### src/rtl/hs_pkg.sv
package hs_pkg;

    typedef enum logic [1:0] {
        RX_READY = 2'd0,
        RX_HELD  = 2'd1,
        RX_DRAIN = 2'd2
    } rx_state_t;

    typedef enum logic [1:0] {
        TX_IDLE    = 2'd0,
        TX_SETUP   = 2'd1,
        TX_STROBE  = 2'd2,
        TX_RELEASE = 2'd3
    } tx_state_t;

endpackage

### src/rtl/hs_sync.sv
module hs_sync #(
    parameter int           W       = 1,
    parameter int           STAGES  = 2,
    parameter logic [W-1:0] RST_VAL = '1
) (
    input  logic         clk,
    input  logic         rst_n,
    input  logic [W-1:0] d,
    output logic [W-1:0] q
);

    logic [W-1:0] stg [STAGES];

    for (genvar i = 0; i < STAGES; i++) begin : g_stage
        if (i == 0) begin : g_first
            always_ff @(posedge clk or negedge rst_n) begin
                if (!rst_n) stg[i] <= RST_VAL;
                else        stg[i] <= d;
            end
        end else begin : g_next
            always_ff @(posedge clk or negedge rst_n) begin
                if (!rst_n) stg[i] <= RST_VAL;
                else        stg[i] <= stg[i-1];
            end
        end
    end

    assign q = stg[STAGES-1];

endmodule

### src/rtl/hs_rx_fsm.sv
module hs_rx_fsm
    import hs_pkg::*;
#(
    parameter int W = 8
) (
    input  logic         clk,
    input  logic         rst_n,
    input  logic         en,
    input  logic         stb_s,
    input  logic [W-1:0] data_in,
    input  logic         rd,
    output logic         ack,
    output logic         full,
    output logic [W-1:0] rdata
);

    rx_state_t state_q, state_d;
    logic      capture;
    logic      full_q;

    // state register
    always_ff @(posedge clk or negedge rst_n) begin
        if (!rst_n) state_q <= RX_READY;
        else        state_q <= state_d;
    end

    // next state
    always_comb begin
        state_d = state_q;
        capture = 1'b0;
        if (!en) begin
            state_d = RX_READY;
        end else begin
            unique case (state_q)
                RX_READY: begin
                    if (!stb_s && !full_q) begin
                        capture = 1'b1;
                        state_d = RX_HELD;
                    end
                end
                RX_HELD: begin
                    if (stb_s) state_d = full_q ? RX_DRAIN : RX_READY;
                end
                RX_DRAIN: begin
                    if (!full_q) state_d = RX_READY;
                end
                default: state_d = RX_READY;
            endcase
        end
    end

    // buffer and flag
    always_ff @(posedge clk or negedge rst_n) begin
        if (!rst_n) begin
            full_q <= 1'b0;
            rdata  <= '0;
        end else begin
            if (capture) begin
                full_q <= 1'b1;
                rdata  <= data_in;
            end else if (rd) begin
                full_q <= 1'b0;
            end
        end
    end

    // outputs
    always_comb begin
        ack  = (state_q == RX_READY) && !full_q;
        full = full_q;
    end

endmodule

### src/rtl/hs_tx_fsm.sv
module hs_tx_fsm
    import hs_pkg::*;
#(
    parameter int W = 8
) (
    input  logic         clk,
    input  logic         rst_n,
    input  logic         en,
    input  logic         ack_s,
    input  logic         wr,
    input  logic [W-1:0] wdata,
    output logic         stb_n,
    output logic         busy,
    output logic [W-1:0] data_out
);

    tx_state_t state_q, state_d;
    logic      load;

    // state register
    always_ff @(posedge clk or negedge rst_n) begin
        if (!rst_n) state_q <= TX_IDLE;
        else        state_q <= state_d;
    end

    // next state
    always_comb begin
        state_d = state_q;
        load    = 1'b0;
        if (!en) begin
            state_d = TX_IDLE;
        end else begin
            unique case (state_q)
                TX_IDLE: begin
                    if (wr) begin
                        load    = 1'b1;
                        state_d = TX_SETUP;
                    end
                end
                TX_SETUP:   if (ack_s)  state_d = TX_STROBE;
                TX_STROBE:  if (!ack_s) state_d = TX_RELEASE;
                TX_RELEASE: if (ack_s)  state_d = TX_IDLE;
                default:    state_d = TX_IDLE;
            endcase
        end
    end

    // data register
    always_ff @(posedge clk or negedge rst_n) begin
        if (!rst_n)    data_out <= '0;
        else if (load) data_out <= wdata;
    end

    // outputs
    always_comb begin
        stb_n = (state_q != TX_STROBE);
        busy  = (state_q != TX_IDLE);
    end

endmodule

### src/rtl/hs_parport.sv
module hs_parport #(
    parameter int W           = 8,
    parameter int SYNC_STAGES = 2
) (
    input  logic         clk,
    input  logic         rst_n,
    input  logic         mode_tx,
    input  logic [W-1:0] pdata_i,
    input  logic         stb_n_i,
    output logic         ack_o,
    output logic [W-1:0] pdata_o,
    output logic         pdata_oe,
    output logic         stb_n_o,
    input  logic         ack_i,
    input  logic         cpu_wr,
    input  logic [W-1:0] cpu_wdata,
    input  logic         cpu_rd,
    output logic [W-1:0] cpu_rdata,
    output logic         full_o,
    output logic         busy_o
);

    localparam int NCTL = 2;

    logic [NCTL-1:0] ctl_raw, ctl_s;
    logic            stb_s, ack_s;
    logic            rx_ack;
    logic            tx_stb_n;

    assign ctl_raw = {ack_i, stb_n_i};

    hs_sync #(.W(NCTL), .STAGES(SYNC_STAGES), .RST_VAL({NCTL{1'b1}})) u_sync (
        .clk   (clk),
        .rst_n (rst_n),
        .d     (ctl_raw),
        .q     (ctl_s)
    );

    assign stb_s = ctl_s[0];
    assign ack_s = ctl_s[1];

    hs_rx_fsm #(.W(W)) u_rx (
        .clk     (clk),
        .rst_n   (rst_n),
        .en      (!mode_tx),
        .stb_s   (stb_s),
        .data_in (pdata_i),
        .rd      (cpu_rd),
        .ack     (rx_ack),
        .full    (full_o),
        .rdata   (cpu_rdata)
    );

    hs_tx_fsm #(.W(W)) u_tx (
        .clk      (clk),
        .rst_n    (rst_n),
        .en       (mode_tx),
        .ack_s    (ack_s),
        .wr       (cpu_wr),
        .wdata    (cpu_wdata),
        .stb_n    (tx_stb_n),
        .busy     (busy_o),
        .data_out (pdata_o)
    );

    assign ack_o    = mode_tx ? 1'b1 : rx_ack;
    assign stb_n_o  = tx_stb_n;
    assign pdata_oe = mode_tx;

endmodule

### config.mk
export PLATFORM = sky130hd
export DESIGN_NAME = hs_parport
export DESIGN_NICKNAME = d
export VERILOG_FILES = /design/src/rtl/hs_pkg.sv /design/src/rtl/hs_sync.sv /design/src/rtl/hs_rx_fsm.sv /design/src/rtl/hs_tx_fsm.sv /design/src/rtl/hs_parport.sv
export SDC_FILE = /design/constraint.sdc
export NUM_CORES = 1
export LEC_CHECK = 0
export BUFFER_PORTS_ARGS = -buffer_cell sky130_fd_sc_hd__buf_2
export CAP_MARGIN = 20
export CORE_MARGIN = 2
export CORE_UTILIZATION = 42
export DETAILED_ROUTE_END_ITERATION = 10
export HOLD_SLACK_MARGIN = 0.02
export PLACE_DENSITY = 0.74
export SLEW_MARGIN = 20
export SYNTH_ARGS = -nofsm -noshare
export SYNTH_HDL_FRONTEND = slang
export SYNTH_HIERARCHICAL = 1
export SYNTH_SLANG_ARGS = --single-unit
### constraint.sdc
create_clock -name clk -period 1.27 [get_ports clk]
set_clock_uncertainty 0.15 [all_clocks]
set_input_delay 0.254 -clock clk [delete_from_list [all_inputs] [get_ports clk]]
set_output_delay 0.254 -clock clk [all_outputs]
set_load 0.05 [all_outputs]
=== Word level (Yosys, flattened, before mapping) ===
Cells that the tools add are included.

* Register bits: 25
* Input port bits: 23
* Word-level logic and storage cells: 51

* Eq/ne operators: 13
* Mux-type cells: 21
* Reduce and logical (&&, ||, !) cells: 10

{| class="wikitable"
|+ Operators by type and width
! kind !! number
|-
| $mux W2 || 10
|-
| $ne A3 B3 Y1 const B || 6
|-
| $mux W1 || 9
|-
| $pmux W2 S4 || 1
|-
| $eq A2 B2 Y1 const B || 3
|-
| $pmux W2 S3 || 1
|-
| $eq A2 B1 Y1 const B || 2
|-
| $logic_not A2 Y1 || 2
|-
| $reduce_and A4 Y1 || 1
|-
| $reduce_bool A2 Y1 || 2
|-
| $ne A3 B2 Y1 const B || 1
|-
| $reduce_and A3 Y1 || 1
|-
| $logic_and A1 B1 Y1 || 2
|-
| $logic_not A1 Y1 || 2
|-
| $ne A2 B2 Y1 const B || 1
|}

=== Logic depth before layout (Yosys ltp) ===
* Word-level depth: 6
* Gate-level depth with buffers: 5
* Depth with buffers taken out: 5

=== Modules after synthesis ===
Netlist, hierarchy kept.

{| class="wikitable"
|+ By module, submodules not included
! module !! instances !! cells each !! area an instance (um^2) !! seq. area each (um^2)
|-
| hs_tx_fsm || 1 || 36 || 485.5 || 250.2
|-
| hs_rx_fsm || 1 || 29 || 478.0 || 275.3
|-
| hs_sync || 1 || 6 || 120.1 || 105.1
|-
| hs_parport || 1 || 3 || 17.5 || 0.0
|}

=== Least setup slack after synthesis ===
OpenSTA, ideal clock, no wires.

* Path type: register to output
* From: register u_rx.full_q (netlist: u_rx/full)
* To: output ack_o
* Data arrival time: 1,239 ps
* Required time: 866 ps
* Setup slack: -373 ps
* Stages on the path, launching flop included: 3
* Buffers on the path: 0
* Path through: dfrtp_1 nor3_4 or2_1

* Longest elaborated chain between the ends: 3

{| class="wikitable"
|+ Ends and longest elaborated chain
! what !! RTL line !! source
|-
| start: declaration || hs_rx_fsm.sv:19 || <nowiki>logic full_q;</nowiki>
|-
| start signal: assignment || hs_rx_fsm.sv:55 || <nowiki>full_q <= 1'b0;</nowiki>
|-
| start signal: assignment || hs_rx_fsm.sv:59 || <nowiki>full_q <= 1'b1;</nowiki>
|-
| start signal: assignment || hs_rx_fsm.sv:62 || <nowiki>full_q <= 1'b0;</nowiki>
|-
| $logic_not A1 Y1 || hs_rx_fsm.sv:69 || <nowiki>ack = (state_q == RX_READY) && !full_q;</nowiki>
|-
| $logic_and A1 B1 Y1 || hs_rx_fsm.sv:69 ||
|-
| via rx_ack || hs_parport.sv:27 || <nowiki>logic rx_ack;</nowiki>
|-
| $mux W1 || hs_parport.sv:66 || <nowiki>assign ack_o = mode_tx ? 1'b1 : rx_ack;</nowiki>
|-
| end: declaration || hs_parport.sv:10 || <nowiki>output logic ack_o,</nowiki>
|}

The timed path passes the listed nets, and every way through them passes these cells.

=== Worst setup path after layout ===
* From: register u_tx.state_q[1]
* To: output busy_o

* Longest elaborated chain between the ends: 1

{| class="wikitable"
|+ Ends and longest elaborated chain
! what !! RTL line !! source
|-
| start: declaration || hs_tx_fsm.sv:17 || <nowiki>tx_state_t state_q, state_d;</nowiki>
|-
| start signal: assignment || hs_tx_fsm.sv:23 || <nowiki>else state_q <= state_d;</nowiki>
|-
| $reduce_bool A2 Y1 || hs_tx_fsm.sv:57 || <nowiki>busy = (state_q != TX_IDLE);</nowiki>
|-
| end: declaration || hs_parport.sv:20 || <nowiki>output logic busy_o</nowiki>
|}

No other way between the ends.

==> flow_metrics.env <==
export IMPL_status="finished with violations"
export IMPL_violations="setup timing"
export IMPL_start_util=0.444
export IMPL_clk_pin_slew_worst_paths_ns=0.13
export IMPL_internal_power_uw=2410
export IMPL_antenna_found_initial=0
export IMPL_cts_tree="built"
export IMPL_finalCriticalPeriod_ns=1.62
export IMPL_worstPathArrival_ns=1.22
export IMPL_required_ns=0.87
export IMPL_synth_commonest_cells="dfrtp_1, mux2_2, mux2_4"
export IMPL_drtIter0Drc=32
export IMPL_grt_pass1_vias=1040
export IMPL_max_freq_ghz=0.617
export IMPL_cts_sinks=25
export IMPL_grt_pass1_wl_microns=4720
export IMPL_ys_async_sr_fraction=1.00
export IMPL_hold_viol_final=0
export IMPL_worst_setup_path_type="reg -> out"
export IMPL_routed_wirelength_microns=2790
export IMPL_dieArea_sq_mm=0.00305
export IMPL_combPwrFrac=0.626
export IMPL_core_area_sq_mm=0.00248
export IMPL_peakVddDrop_v=0.00173
export IMPL_synthTopCellsByArea="dfrtp_1, mux2_4, dfstp_2"
export IMPL_num_rows=18
export IMPL_synth_ff_type="dfrtp_1"
export IMPL_maxSlewHeadroom=0.633
export IMPL_dpl_hpwl_microns=1510
export IMPL_switching_power_uw=1830
export IMPL_cts_made_buffers=3
export IMPL_syn_to_final_growth_pct=80.0
export IMPL_synth_cell_types=22
export IMPL_p_seq_frac=0.290
export IMPL_hold_class="in -> reg"
export IMPL_vias=875
export IMPL_worst_path_max_fanout=3
export IMPL_setup_tns_ns=-5.93
export IMPL_swShare=0.432
export IMPL_n_antenna_cell=0
export IMPL_place_gp_congestion=0.748
export IMPL_wire_per_inst_microns=14.6
export IMPL_nFillCells=147
export IMPL_regArea_sq_um=633
export IMPL_yosysMostFrequentCell="dfrtp_1"
export IMPL_start_kind="register"
export IMPL_multiInputGateArea_sq_um=503
export IMPL_htreeDepth=1
export IMPL_p_leak_uw=0.000964
export IMPL_grt_max_degree=26
export IMPL_die_w_microns=55.2
export IMPL_yosys_area_top_type="dfrtp_1"
export IMPL_drv_slew=0
export IMPL_synth_area_sq_mm=0.00110
export IMPL_antenna_left=0
export IMPL_remaining_drc_errors=0
export IMPL_port_buffer_count=43
export IMPL_track_usage=0.199
export IMPL_synth_edf_count=0
export IMPL_clock_path_buffers=2
export IMPL_ios=44
export IMPL_yosysSeqAreaShare=0.573
export IMPL_viasPerCell=4.58
export IMPL_worstMarginPinSlew_ns=0.551
export IMPL_rsz0062_at_grt="yes"
export IMPL_worstSetupEndpointType="primary output"
export IMPL_clock_power_share=0.083
export IMPL_synth_fp_nets=101
export IMPL_drtPass1Iterations=4
export IMPL_max_cap_violations=0
export IMPL_synthCells=74
export IMPL_cts_root_buffer="clkbuf_4"
export IMPL_setup_viol=38
export IMPL_worst_slack_ns=-0.350
export IMPL_gr_total_overflow=0
export IMPL_pre_cts_slack_ns=-0.233
export IMPL_finalCritPeriodShare=1.28
export IMPL_power_density_mw_per_mm2=2140
export IMPL_clock_latency_ns=0.31
export IMPL_die_h_microns=55.2
export IMPL_nets=189
export IMPL_yosys_warnings=6
export IMPL_netlist_area_leader_share=0.477
export IMPL_whs_ns=0.207
export IMPL_yosys_register_bits=25
export IMPL_drive_gt1_frac=0.665
export IMPL_syn_avg_cell_area_sq_um=14.9
==> final timing paths <==
path	end	start	depth (start not counted)	slack, ns
max	busy_o	u_tx/state_q[1]$_DFFE_PN0P_	4	-0.35
min	u_tx/state_q[0]$_DFFE_PN0P_	mode_tx	4	0.21
max reg2reg	u_tx/state_q[1]$_DFFE_PN0P_	u_tx/state_q[1]$_DFFE_PN0P_	6	-0.30
min reg2reg	u_sync/q[0]$_DFF_PN1_	u_sync/stg[2]$_DFF_PN1_	0	0.22
max in group asynchronous	u_rx/full$_DFFE_PN0P_	rst_n	2	0.27
min in group asynchronous	u_rx/rdata[7]$_DFFE_PN0P_	rst_n	2	0.29
==> flip-flops by register name, summed over array words and instances (netlist names) <==
signal	flops
u_rx/rdata	8
u_tx/data_out	8
u_rx/state_q	2
u_sync/q	2
u_sync/stg	2
u_tx/state_q	2
u_rx/full	1
==> per-stage QoR <==
step                utilization  power (uW)  cell area (sq um)  std cells
global route              0.800        4420               1980        191
CTS                       0.783        4100               1940        186
global placement          0.577        2960               1430        150
finish                    0.800        4240               1980        191
floorplan                     -        2610               1140         74
detailed placement        0.577        3020               1430        150
==> kinds of logic after synthesis <==
kind of cell,after synthesis,synth area share
and+or+nand+nor,14,0.0977
AOI/OAI and AO/OA,4,0.0341
buffers and inverters,9,0.0409
muxes,18,0.209
adders and majority gates,4,0.0455
DFF,25,0.573
==> cell type report <==
class	instances	area share
Inverter	6	0.0170
Clock buffer	3	0.0114
Clock inverter	1	0.00379
Tap cell	30	0.0189
Sequential cell	25	0.319
Timing Repair Buffer	85	0.376
Multi-Input combinational cell	41	0.254
==> critical path, stage by stage (launching register included) <==
cell and delay (ns):
dfrtp_2 0.47, inv_2 0.10, ha_4 0.17, inv_8 0.03
buf_8 0.14
==> repair_timing <==
| action | 4_1_cts | 5_1_grt |
|---|---|---|
| cloned | 1 | 0 |
| pin swaps | 4 | 1 |
| hold buffers | 20 | 0 |
| resized for setup | 55 | 2 |
| endpoints found under the setup margin | 38 | 39 |
| endpoints found under the hold margin | 40 | 0 |
| setup buffers | 11 | 6 |
==> power groups by stage <==
stage                     sequential (uW)  combinational (uW)  clock [uW]
after floorplan                      1910                 700           0
after global placement               1180                1780           0
after detailed placement             1190                1820           0
after CTS                            1220                2510         365
after global routing                 1260                2760         403
final                                1230                2650         353
==> layout by cell type, fill, tap and decap left out, types with 2 or more instances in the layout <==
cell type,instances
mux2_2,7
ha_4,3
nand3b_4,2
buf_8,3
nand2_1,6
buf_4,17
dfstp_2,4
clkinvlp_4,2
buf_2,23
buf_6,21
dfrtp_1,19
dlygate4sd3_1,20
clkbuf_4,3
dfrtp_2,2
mux2_4,9
inv_2,2
inv_1,2
==> layer usage <==
metal	track usage	up-vias	part of all wire
li1	-	420	-
met1	0.216	420	0.37
met2	0.369	31	0.57
met3	0.0468	4	0.049
met4	0.0767	0	0.015
met5	0	-	0
No activity file was read; power rests on OpenSTA's default activity.
